### src/rtl/rp_pkg.sv
package rp_pkg;
  typedef enum logic [1:0] {
    SRC_CHA  = 2'b00,
    SRC_CHB  = 2'b01,
    SRC_MBOX = 2'b10,
    SRC_ID   = 2'b11
  } src_e;
endpackage

### src/rtl/rp_strobe_sync.sv
module rp_strobe_sync #(
  parameter int STAGES = 2
) (
  input  logic clk,
  input  logic rst,
  input  logic async_i,
  output logic rise_o
);
  logic [STAGES-1:0] chain;
  logic              last_q;

  generate
    for (genvar i = 0; i < STAGES; i++) begin : g_stage
      if (i == 0) begin : g_first
        always_ff @(posedge clk) begin
          if (rst) chain[0] <= 1'b0;
          else     chain[0] <= async_i;
        end
      end else begin : g_next
        always_ff @(posedge clk) begin
          if (rst) chain[i] <= 1'b0;
          else     chain[i] <= chain[i-1];
        end
      end
    end
  endgenerate

  always_ff @(posedge clk) begin
    if (rst) last_q <= 1'b0;
    else     last_q <= chain[STAGES-1];
  end

  assign rise_o = chain[STAGES-1] & ~last_q;

  // one pulse per edge, never two in a row
  p_single_pulse_r4: assert property (@(posedge clk) disable iff (rst)
    rise_o |=> !rise_o);
endmodule

### src/rtl/rp_read_ptr.sv
module rp_read_ptr #(
  parameter int              ADDR_W   = 15,
  parameter logic [ADDR_W-1:0] WIN_BASE = 15'h4000,
  parameter logic [ADDR_W-1:0] WIN_LAST = 15'h7FFF
) (
  input  logic              clk,
  input  logic              rst,
  input  logic              step_i,
  input  logic              prep_i,
  output logic [ADDR_W-1:0] ptr_o
);
  logic at_last;
  assign at_last = (ptr_o == WIN_LAST);

  always_ff @(posedge clk) begin
    if (rst || prep_i)  ptr_o <= WIN_BASE;
    else if (step_i)    ptr_o <= at_last ? WIN_BASE : ptr_o + 1'b1;
  end

  p_prep_base_r5: assert property (@(posedge clk) disable iff (rst)
    prep_i |=> ptr_o == WIN_BASE);
  p_hold_r4: assert property (@(posedge clk) disable iff (rst)
    (!prep_i && !step_i) |=> $stable(ptr_o));
  p_wrap_r6: assert property (@(posedge clk) disable iff (rst)
    (step_i && !prep_i && ptr_o == WIN_LAST) |=> ptr_o == WIN_BASE);
  p_in_window_r6: assert property (@(posedge clk) disable iff (rst)
    ptr_o >= WIN_BASE);
endmodule

### src/rtl/rp_out_mux.sv
module rp_out_mux
  import rp_pkg::*;
#(
  parameter int              DATA_W  = 8,
  parameter logic [DATA_W-1:0] ID_BYTE = 8'h55
) (
  input  logic              clk,
  input  logic              rst,
  input  src_e              src_i,
  input  logic              scroll_i,
  input  logic              host_dir_i,
  input  logic [DATA_W-1:0] mem_a_i,
  input  logic [DATA_W-1:0] mem_b_i,
  input  logic [DATA_W-1:0] live_a_i,
  input  logic [DATA_W-1:0] live_b_i,
  input  logic [DATA_W-1:0] mbox_i,
  output logic [DATA_W-1:0] data_o,
  output logic              data_oe_o
);
  logic [DATA_W-1:0] pick;

  always_comb begin
    unique case (src_i)
      SRC_CHA:  pick = scroll_i ? live_a_i : mem_a_i;
      SRC_CHB:  pick = scroll_i ? live_b_i : mem_b_i;
      SRC_MBOX: pick = mbox_i;
      default:  pick = ID_BYTE;
    endcase
  end

  always_ff @(posedge clk) begin
    if (rst) begin
      data_o    <= '0;
      data_oe_o <= 1'b0;
    end else begin
      data_oe_o <= ~host_dir_i;
      data_o    <= host_dir_i ? '0 : pick;
    end
  end

  p_release_r7: assert property (@(posedge clk) disable iff (rst)
    host_dir_i |=> (!data_oe_o && data_o == '0));
  p_id_byte_r2: assert property (@(posedge clk) disable iff (rst)
    (src_i == SRC_ID && !host_dir_i) |=> (data_oe_o && data_o == ID_BYTE));
  p_mbox_r2: assert property (@(posedge clk) disable iff (rst)
    (src_i == SRC_MBOX && !host_dir_i) |=> data_o == $past(mbox_i));
endmodule

### src/rtl/pport_readout.sv
module pport_readout
  import rp_pkg::*;
#(
  parameter int              ADDR_W      = 15,
  parameter int              DATA_W      = 8,
  parameter int              SYNC_STAGES = 2,
  parameter logic [ADDR_W-1:0] WIN_BASE    = 15'h4000,
  parameter logic [ADDR_W-1:0] WIN_LAST    = 15'h7FFF,
  parameter logic [DATA_W-1:0] ID_BYTE     = 8'h55
) (
  input  logic              clk,
  input  logic              rst,
  input  logic              sel_alt_i,
  input  logic              sel_aux_i,
  input  logic              host_strobe_i,
  input  logic              host_dir_i,
  input  logic              prep_i,
  input  logic              scroll_i,
  input  logic [DATA_W-1:0] mbox_i,
  input  logic [DATA_W-1:0] live_a_i,
  input  logic [DATA_W-1:0] live_b_i,
  output logic [ADDR_W-1:0] mem_addr_o,
  input  logic [DATA_W-1:0] mem_a_i,
  input  logic [DATA_W-1:0] mem_b_i,
  output logic [DATA_W-1:0] data_o,
  output logic              data_oe_o
);
  logic step;
  src_e src;

  assign src = src_e'({sel_aux_i, sel_alt_i});

  rp_strobe_sync #(.STAGES(SYNC_STAGES)) sync_i (
    .clk(clk), .rst(rst), .async_i(host_strobe_i), .rise_o(step)
  );

  rp_read_ptr #(.ADDR_W(ADDR_W), .WIN_BASE(WIN_BASE), .WIN_LAST(WIN_LAST)) ptr_i (
    .clk(clk), .rst(rst), .step_i(step), .prep_i(prep_i), .ptr_o(mem_addr_o)
  );

  rp_out_mux #(.DATA_W(DATA_W), .ID_BYTE(ID_BYTE)) mux_i (
    .clk(clk), .rst(rst), .src_i(src), .scroll_i(scroll_i),
    .host_dir_i(host_dir_i), .mem_a_i(mem_a_i), .mem_b_i(mem_b_i),
    .live_a_i(live_a_i), .live_b_i(live_b_i), .mbox_i(mbox_i),
    .data_o(data_o), .data_oe_o(data_oe_o)
  );
endmodule

### config.mk
export PLATFORM = sky130hd
export DESIGN_NAME = pport_readout
export DESIGN_NICKNAME = d
export VERILOG_FILES = /design/src/rtl/rp_pkg.sv /design/src/rtl/rp_strobe_sync.sv /design/src/rtl/rp_read_ptr.sv /design/src/rtl/rp_out_mux.sv /design/src/rtl/pport_readout.sv
export SDC_FILE = /design/constraint.sdc
export NUM_CORES = 1
export LEC_CHECK = 0
export ABC_AREA = 1
export BUFFER_PORTS_ARGS = -buffer_cell sky130_fd_sc_hd__clkbuf_2
export CORE_UTILIZATION = 45
export DETAILED_ROUTE_END_ITERATION = 8
export GPL_TIMING_DRIVEN = 0
export HOLD_SLACK_MARGIN = 0.15
export MAX_ROUTING_LAYER = met4
export PLACE_DENSITY = 0.87
export SYNTH_ARGS = -nofsm -noshare
export SYNTH_HDL_FRONTEND = slang
export SYNTH_SLANG_ARGS = --single-unit
### constraint.sdc
create_clock -name clk -period 3.75 [get_ports clk]
set_input_delay 0.1875 -clock clk [delete_from_list [all_inputs] [get_ports clk]]
set_output_delay 0.1875 -clock clk [all_outputs]
set_load 0.01 [all_outputs]
==> summary.md, run 1 <==
For the I/O pin total, the log shows 72. Measured along the y axis, the die boundary spans 58.6 um. The worst setup path is launched from a flip-flop. On the final layout, the worst hold slack is 0.174 ns.

Minimum setup slack among reg-to-reg paths: 2.28 ns. The analysis attributes to net switching a power of 0.126 mW. After clock tree synthesis, the setup repair step added 0 buffers. After clock tree synthesis, the clock-pin slew on the worst setup and hold paths is 0.14 ns. The critical path starts at ptr_i.ptr_o[0].

In the synthesized netlist the dominant register cell turns out to be sky130_fd_sc_hd__dfxtp_1. The leakage component of the power came out at 0.898 nW. The proportion of synthesized chip area in sequential cells is 0.375, and the number of detailed-route iterations in the first pass is 4.

During synthesis, Yosys emitted a total of 0 warnings. The run gives 0.830 as the global placement routability congestion. For the worst flop-to-flop path, the logic depth is 6.

For the number of setup violations in the final report, the log shows 0. The routed design has 3310 um of wire. The remaining antenna violation count after routing was 0. The number of global-route vias before repair was 1,363. TritonCTS created 3 clock buffers. The overall fraction of global-route tracks in use is 0.212. The run gives 0 as the DRC violation count after routing. The tightest min-delay check is of the input pin to flip-flop type. The area of the core region is 3050 um2. The run finished with clean final reports.

The starting density of the core came out at 0.473. Dividing the detail-routed via count by the number of cells gives 4.81. Most common library cell in the layout ignoring fill and taps: sky130_fd_sc_hd__clkbuf_2.

The data arrival time at the worst-slack endpoint was 1.70 ns; the final antenna diode count was 0. In this run, synthesis produced a sequential element count of 27. At the later pin of the worst-skew pair, clock insertion delay measures 0.32 ns. Adding up every negative setup slack in the final design gives 0 ns. The number of antenna violations at the first check in global routing came out at 0. Setup repair after global routing left no endpoint under its margin. Measured along the x axis, the die boundary spans 58.6 um. The part of the power in the clock network is 0.246. With fillers left out, the area of the finished cells amounts to 1930 um2.

The startpoint identified for the worst register-to-register timing path is ptr_i.ptr_o[0]. Timing would allow up to 682 MHz. Number of instances in the synthesized netlist: 211. The count of endpoints failing hold in the final timing report is 0, and the number of standard cells in the final layout excluding fillers is 334. The async set-reset flop share out of synthesis is 0. The violation count after the first detailed-route iteration is 74. The first global-routing pass estimated 5440 um of wire. The number of levels in the clock H-tree is 1, and the post-place instance area is 1850 um2.

Data on the critical path is required at its endpoint by 3.98 ns. The count of flip-flops with a built-in enable after synthesis works out to 0. Leaving out fill and tap cells, the most frequent cells in the layout are sky130_fd_sc_hd__clkbuf_2, sky130_fd_sc_hd__nor2_1, sky130_fd_sc_hd__nand2_1. The switching part of the total power works out to 0.253. In this run, distinct cell masters in the synthesized netlist total 22.

The proportion of layout cells with a drive suffix above 1 was 0.310; the final core utilization was 0.631. The post-synth design cell area is 1440 um2, and the synthesis-to-finish area growth is 33.5%. The final period utilization came out at 0.391. After global routing the overflow that remains totals 0. Actual slew at the worst max-slew pin: 0.536 ns. The tree built by TritonCTS fans out to 27 sinks. The smallest clock period supported by the final layout is computed as 1.47 ns.

Power spread over the standard cell area amounts to 259 nW/um2. The die covers 3440 um2. The share of power burned in combinational logic was 0.159. The HPWL after detailed placement is 2720 um. Cell internal power was estimated by the tool at 0.373 mW.

Between clock sinks in the finished design, the worst skew comes to 0.00457 ns. The max-slew violation total from the final report is 0, and the largest fanout of any net on the critical path is 7. For the post-layout net count, the log shows 340. The portion of total power attributed to sequential cells is 0.594, and the count of max-cap constraint violations is 0.

Capturing instance or port of the critical path: ptr_i.ptr_o[7]. The instance count after placement with tap cells included was 325; the remaining max-slew budget at the tightest pin was 0.641. Each instance of the synthesized netlist takes up on average 6.84 um2.

The run gives 0.121 mV as the maximum resistive drop on vdd. TritonCTS built the clock tree. The tree is rooted in a sky130_fd_sc_hd__clkbuf_4. The endpoint of the most critical register-to-register path is ptr_i.ptr_o[7]. The run gives 16 as the largest net degree at the start of global routing. STA classifies the critical path endpoint as a flip-flop. The final routed wire length divided by cell count works out to 9.92 um. Counting every net in the synthesized netlist gives 260. By startpoint and endpoint, the worst setup path is classified as flip-flop to flip-flop. The run gives 20 as the cell row count.

The number of buffers added on ports was 70; the maximum count of clock buffers along a single path was 2. Summing over every cut layer, the via total after detailed routing is 1,608.
## power by group through the flow
| stage | clock [mW] | sequential (mW) | combinational (mW) |
|---|---|---|---|
| floorplan | 0 | 0.305 | 0.0353 |
| global placement | 0 | 0.303 | 0.0751 |
| detailed placement | 0 | 0.303 | 0.0757 |
| CTS | 0.128 | 0.297 | 0.0798 |
| global route | 0.138 | 0.297 | 0.0904 |
| finish | 0.123 | 0.296 | 0.0794 |
## per-layer routing
layer	wire, um	vias up	track usage
li1	-	831	-
met1	1310	700	0.216
met2	1710	69	0.394
met3	222	8	0.0264
met4	80	0	0.112
met5	0	-	-
## stage by stage
| step | power (mW) | worst slack (ns) |
|---|---|---|
| 3_5_place_dp | 0.379 | 2.28 |
| 4_1_cts | 0.504 | 2.26 |
| 5_1_grt | 0.526 | 2.10 |
| 3_3_place_gp | 0.378 | 2.34 |
| 6_report | 0.499 | 2.28 |
| 2_1_floorplan | 0.341 | 2.40 |
## layout make-up
cell class | instances | area, um2
fill | 319 | 1130
multi-input combinational | 158 | 796
sequential | 27 | 541
timing repair buffer | 75 | 400
inverter | 23 | 86.3
tap | 44 | 55.1
clock buffer | 3 | 22.5
buffer | 3 | 20.0
clock inverter | 1 | 5.00
## worst min path at each step
| stage | from | to | depth (start not counted) | slack [ns] |
|---|---|---|---|---|
| after global routing | mbox_i[5] | mux_i.data_o[5] | 5 | 0.20 |
| final | mbox_i[5] | mux_i.data_o[5] | 5 | 0.17 |
| after floorplan | rst | sync_i.chain[0] | 1 | 0.26 |
| after CTS | mbox_i[5] | mux_i.data_o[5] | 5 | 0.16 |
| after global placement | host_strobe_i | sync_i.chain[0] | 3 | 0.39 |
| after detailed placement | host_strobe_i | sync_i.chain[0] | 3 | 0.39 |
## worst max-delay path, stage by stage (launching register included)
cell                      delay (ns)
sky130_fd_sc_hd__dfxtp_1        0.44
sky130_fd_sc_hd__ha_1           0.22
sky130_fd_sc_hd__nand3_2        0.14
sky130_fd_sc_hd__nor2_4         0.14
sky130_fd_sc_hd__nand3_2        0.13
sky130_fd_sc_hd__o21ai_4        0.23
sky130_fd_sc_hd__nor2_1         0.07
## synth_stat cells (2+ instances only)
| library cell | n | area share |
|---|---|---|
| sky130_fd_sc_hd__nor3_1 | 3 | 0.010 |
| sky130_fd_sc_hd__o211ai_1 | 8 | 0.042 |
| sky130_fd_sc_hd__xor2_1 | 4 | 0.024 |
| sky130_fd_sc_hd__o21ai_0 | 22 | 0.076 |
| sky130_fd_sc_hd__inv_1 | 20 | 0.052 |
| sky130_fd_sc_hd__nand4_1 | 3 | 0.013 |
| sky130_fd_sc_hd__dfxtp_1 | 27 | 0.37 |
| sky130_fd_sc_hd__inv_2 | 3 | 0.0078 |
| sky130_fd_sc_hd__nor2_4 | 4 | 0.031 |
| sky130_fd_sc_hd__nand3_2 | 2 | 0.014 |
| sky130_fd_sc_hd__xnor2_1 | 3 | 0.018 |
| sky130_fd_sc_hd__buf_4 | 2 | 0.010 |
| sky130_fd_sc_hd__nor2_1 | 53 | 0.14 |
| sky130_fd_sc_hd__nor2_2 | 2 | 0.0087 |
| sky130_fd_sc_hd__o21bai_1 | 3 | 0.016 |
| sky130_fd_sc_hd__nand2_1 | 39 | 0.10 |
| sky130_fd_sc_hd__nand3_1 | 8 | 0.028 |
## kinds of logic (layout without fill, tap and decap cells)
kind of cell	Yosys count	count (layout)	share of synthesized area
compound gates	35	35	0.148
buf+inv	26	105	0.0737
fa+ha+maj	1	1	0.00867
xor+xnor	7	7	0.0425
simple gates	115	115	0.352
flops	27	27	0.375
## registers in the layout, indices dropped and copies added, names as in the netlist
name and count:
mux_i.data_oe_o 1, ptr_i.ptr_o 15, mux_i.data_o 8, sync_i.last_q 1
sync_i.chain 2
## timing repair
item / in CTS / in global routing
resized for setup: 0 / 0
hold buffers: 5 / 0
hold endpoints to repair: 6 / 0
(Power assumes the default switching activity.)
==> inputs of run 2 (changes only) <==
--- a/config.mk
+++ b/config.mk
@@ -7,12 +7,12 @@
 export LEC_CHECK = 0
 export ABC_AREA = 1
 export BUFFER_PORTS_ARGS = -buffer_cell sky130_fd_sc_hd__clkbuf_2
-export CORE_UTILIZATION = 45
+export CORE_UTILIZATION = 41
 export DETAILED_ROUTE_END_ITERATION = 8
 export GPL_TIMING_DRIVEN = 0
 export HOLD_SLACK_MARGIN = 0.15
 export MAX_ROUTING_LAYER = met4
-export PLACE_DENSITY = 0.87
+export PLACE_DENSITY = 0.84
 export SYNTH_ARGS = -nofsm -noshare
 export SYNTH_HDL_FRONTEND = slang
 export SYNTH_SLANG_ARGS = --single-unit
==> constraint.sdc (replaced) <==
create_clock -name clk -period 1.2 [get_ports clk]
set_input_delay 0.06 -clock clk [delete_from_list [all_inputs] [get_ports clk]]
set_output_delay 0.06 -clock clk [all_outputs]
set_load 0.01 [all_outputs]
==> run 2 against run 1 <==
Net effect:
- the flow now finishes with violations (setup timing)
- routed wire length is 45% higher
- die area increased by 9.4%
- clock-buffer cell count unchanged
- flip-flop and latch count did not move
- fmax up 17%
- via count up 17%
- clock skew increased by 0.016 ns
- hold slack got worse by 0.0066 ns
- sequential share of layout area decreased by 3.6 points
- cell area increased by 22%
- clock power grew to 3.3 times the previous value
- sequential power grew to 3.1 times the previous value
- highest routed layer unchanged
==> summary.md, run 2 (synthesized netlist as in run 1, its figures left out) <==
The DRC violation count after routing is 0 (unchanged), and the number of global-route vias before repair is 1,760 (+29%). The tools report the leakage component of the power as 1.05 nW (+17%). The worst clock skew was 0.0203 ns (+0.0157 ns).

The number of levels in the clock H-tree was 1 (unchanged); the largest fanout of any net on the critical path was 7 (unchanged). The floorplan die width was 61.3 um (+4.6%); the floorplan die height was 61.3 um (+4.6%). The flip-flop count of the largest register, all copies and words added came out at 15 (unchanged).

The run gives 27 (unchanged) as the clock sink total. The tools report the count of max-cap constraint violations as 0 (unchanged). The top cell types in the final layout, fill and taps aside, are sky130_fd_sc_hd__clkbuf_2, sky130_fd_sc_hd__nor2_1, sky130_fd_sc_hd__nand2_1. For this design, the slowest cell found on the critical path is sky130_fd_sc_hd__dfxtp_4. The total power density per cell area was 710 nW/um2 (+170%). The number of fill cells is 270 (-15%).

The tightest min-delay check is of the input pin to flip-flop type. Relative to the synthesized area, the layout overhead comes to 62.7%. Leaving out fill and tap cells, the most frequent cell in the layout is sky130_fd_sc_hd__clkbuf_2. The tools report the number of clock buffers inserted by TritonCTS as 3 (unchanged).

Number of standard cells in the final layout excluding fillers: 369 (+10%). The area of the core region was 3360 um2 (+10%); the critical path required time was 1.41 ns (-2.57 ns). The root cell of the clock tree was sky130_fd_sc_hd__clkbuf_4. The tools report the number of detailed-route iterations in the first pass as 4 (unchanged). The final antenna diode count was 0 (unchanged); the number of buffers added on ports was 70 (unchanged).

For the instance count after placement with tap cells included, the log shows 327 (+0.62%). The checks that failed: setup timing. The critical path goes through ha_4 -> nand3_4 -> nor2_4 -> nand3_4 -> o21ai_4 -> nor2_1. The run gives 0.840 (+1.3%) as the global placement routability congestion. The cell type group with the largest total delay on the critical path is simple AND/OR/NAND/NOR gates. The largest registers in the layout are ptr_i.ptr_o: 15 flops, mux_i.data_o: 8 flops, sync_i.chain: 2 flops. The count of endpoints failing hold in the final timing report is 0 (unchanged), and the maximum achievable frequency is 798 MHz (+17%).

Counting flops per register, the top entry is ptr_i.ptr_o. The violation count after the first detailed-route iteration was 131 (+77%); the estimated wirelength of the detail-placed design was 2820 um (+3.7%). The I/O pin total is 72 (unchanged).

The proportion of layout cells with a drive suffix above 1 was 0.362 (+0.0519); the biggest cell delay along the critical path was 0.38 ns (-0.06 ns). The remaining antenna violation count after routing is 0 (unchanged). The logs give 4800 um (+45%) for the sum of routed wire length over all layers and 21 (+5.0%) for the cell row count. The final period utilization was 1.04 (+0.654). The maximum count of clock buffers along a single path is 2 (unchanged), and the data arrival time at the worst-slack endpoint is 1.47 ns (-0.23 ns). The shortest clock period the worst path allows after layout works out to 1.25 ns (-0.213 ns). The critical path buffer and inverter count came out at 0 (unchanged).

The cell that appears most often on the critical path is sky130_fd_sc_hd__nand3_4. The number of setup violations in the final report was 8 (+8). STA classifies the critical path startpoint as a flip-flop.

The actual slew at the worst max-slew pin is 0.402 ns (-0.133 ns). The post-layout net count came out at 373 (+9.7%). Path type of the worst setup path: flip-flop to flip-flop.

The later-pin clock latency in the skew report was 0.33 ns (about the same); the worst hold-check slack was 0.167 ns (-0.00660 ns). The logs give 0.731 (+0.0900) for the remaining max-slew budget at the tightest pin and 0.424 mV (+250%) for the maximum resistive drop on vdd. The run gives 0 (unchanged) as the max-slew violation total from the final report. The run finished, with violations left.

The logs give 1,877 (+17%) for the vias after detailed routing and 17 (+1) for the largest net degree at the start of global routing. Setup repair after global routing could not meet its margin everywhere. Kind of capture point of the worst setup path: a flip-flop. The number of antenna violations at the first check in global routing came out at 0 (unchanged).

The floorplan die area is 3760 um2 (+9.4%), and the clock-pin slew on the worst setup and hold paths is 0.13 ns (about the same). TritonCTS built the clock tree. The run gives 0 (unchanged) as the total congestion overflow after global routing.

The final critical-path setup slack is -0.0536 ns (-2.34 ns). The starting density of the core is 0.429 (-0.0436), and the overall fraction of global-route tracks in use is 0.283 (+0.0706). The average vias per placed instance is 5.09 (+5.7%), and the final routed wire length divided by cell count is 13.0 um (+31%). The run gives 7580 um (+39%) as the first-pass GRT wire length.
## run 2: changes by cell type in the layout (fill, tap and decap cells not counted), moves of 2 or more
cell,previous run,this run
sky130_fd_sc_hd__nor3_2,0,2
sky130_fd_sc_hd__nand3_4,0,2
sky130_fd_sc_hd__dlygate4sd3_1,5,33
sky130_fd_sc_hd__buf_4,2,7
sky130_fd_sc_hd__dfxtp_1,27,14
sky130_fd_sc_hd__dfxtp_2,0,6
sky130_fd_sc_hd__nor2_4,4,6
sky130_fd_sc_hd__nor2_1,53,50
sky130_fd_sc_hd__dfxtp_4,0,7
sky130_fd_sc_hd__nor3_1,3,1
## run 2: what timing repair did
item                       in CTS  in global routing
pin swaps                       4                  5
gates resized for setup        13                 15
setup endpoints to repair       8                 19
setup buffers                   5                  0
hold endpoints to repair       25                  0
hold buffers                   33                  0
## run 2: worst paths after layout
| path | from | to | slack, ns | cells past startpoint |
|---|---|---|---|---|
| setup / recovery | ptr_i.ptr_o[1] | ptr_i.ptr_o[3] | -0.05 | 6 |
| hold / removal | live_a_i[4] | mux_i.data_o[4] | 0.17 | 5 |
| setup reg to reg | ptr_i.ptr_o[1] | ptr_i.ptr_o[3] | -0.05 | 6 |
| hold reg to reg | sync_i.chain[0] | sync_i.chain[1] | 0.41 | 2 |
## run 2: per-layer routing
layer  GRT usage  routed length [um]
met1       0.333                1930
met2       0.453                2230
met3      0.0693                 483
met4       0.127                 151
met5           -                   0
## run 2: power by group
part           internal, mW  switching (mW)  total, mW
sequential            0.903         0.00928      0.912
combinational         0.185           0.167      0.352
clock                 0.130           0.272      0.402
total                  1.22           0.448       1.67
## run 2: final cells by class
class / instances / area [um2] / share of cell area
plain buffers: 3 / 20.0 / 0.00853
clock buffers: 3 / 22.5 / 0.00959
clock inverters: 1 / 6.26 / 0.00267
inverters: 23 / 86.3 / 0.0368
multi-input cells: 158 / 862 / 0.367
flip-flops and latches: 27 / 574 / 0.245
well taps: 46 / 57.6 / 0.0245
repair buffers: 108 / 718 / 0.306
## run 2: worst min-delay path, cell delays in order
cell and delay [ns]:
sky130_fd_sc_hd__clkbuf_2 0.07, sky130_fd_sc_hd__o21ai_0 0.07, sky130_fd_sc_hd__o211ai_1 0.15, sky130_fd_sc_hd__nand2_1 0.06, sky130_fd_sc_hd__inv_1 0.04
## run 2: stage by stage
step	util	cell area, um2	TNS (ns)	setup WS [ns]	total power, mW
floorplan	-	1470	-0.259	-0.0372	1.06
global placement	0.558	1880	-0.766	-0.110	1.18
detailed placement	0.558	1880	-1.10	-0.171	1.18
CTS	0.685	2300	-0.152	-0.0513	1.67
global route	0.698	2350	-0.762	-0.0976	1.76
finish	0.698	2350	-0.196	-0.0536	1.67
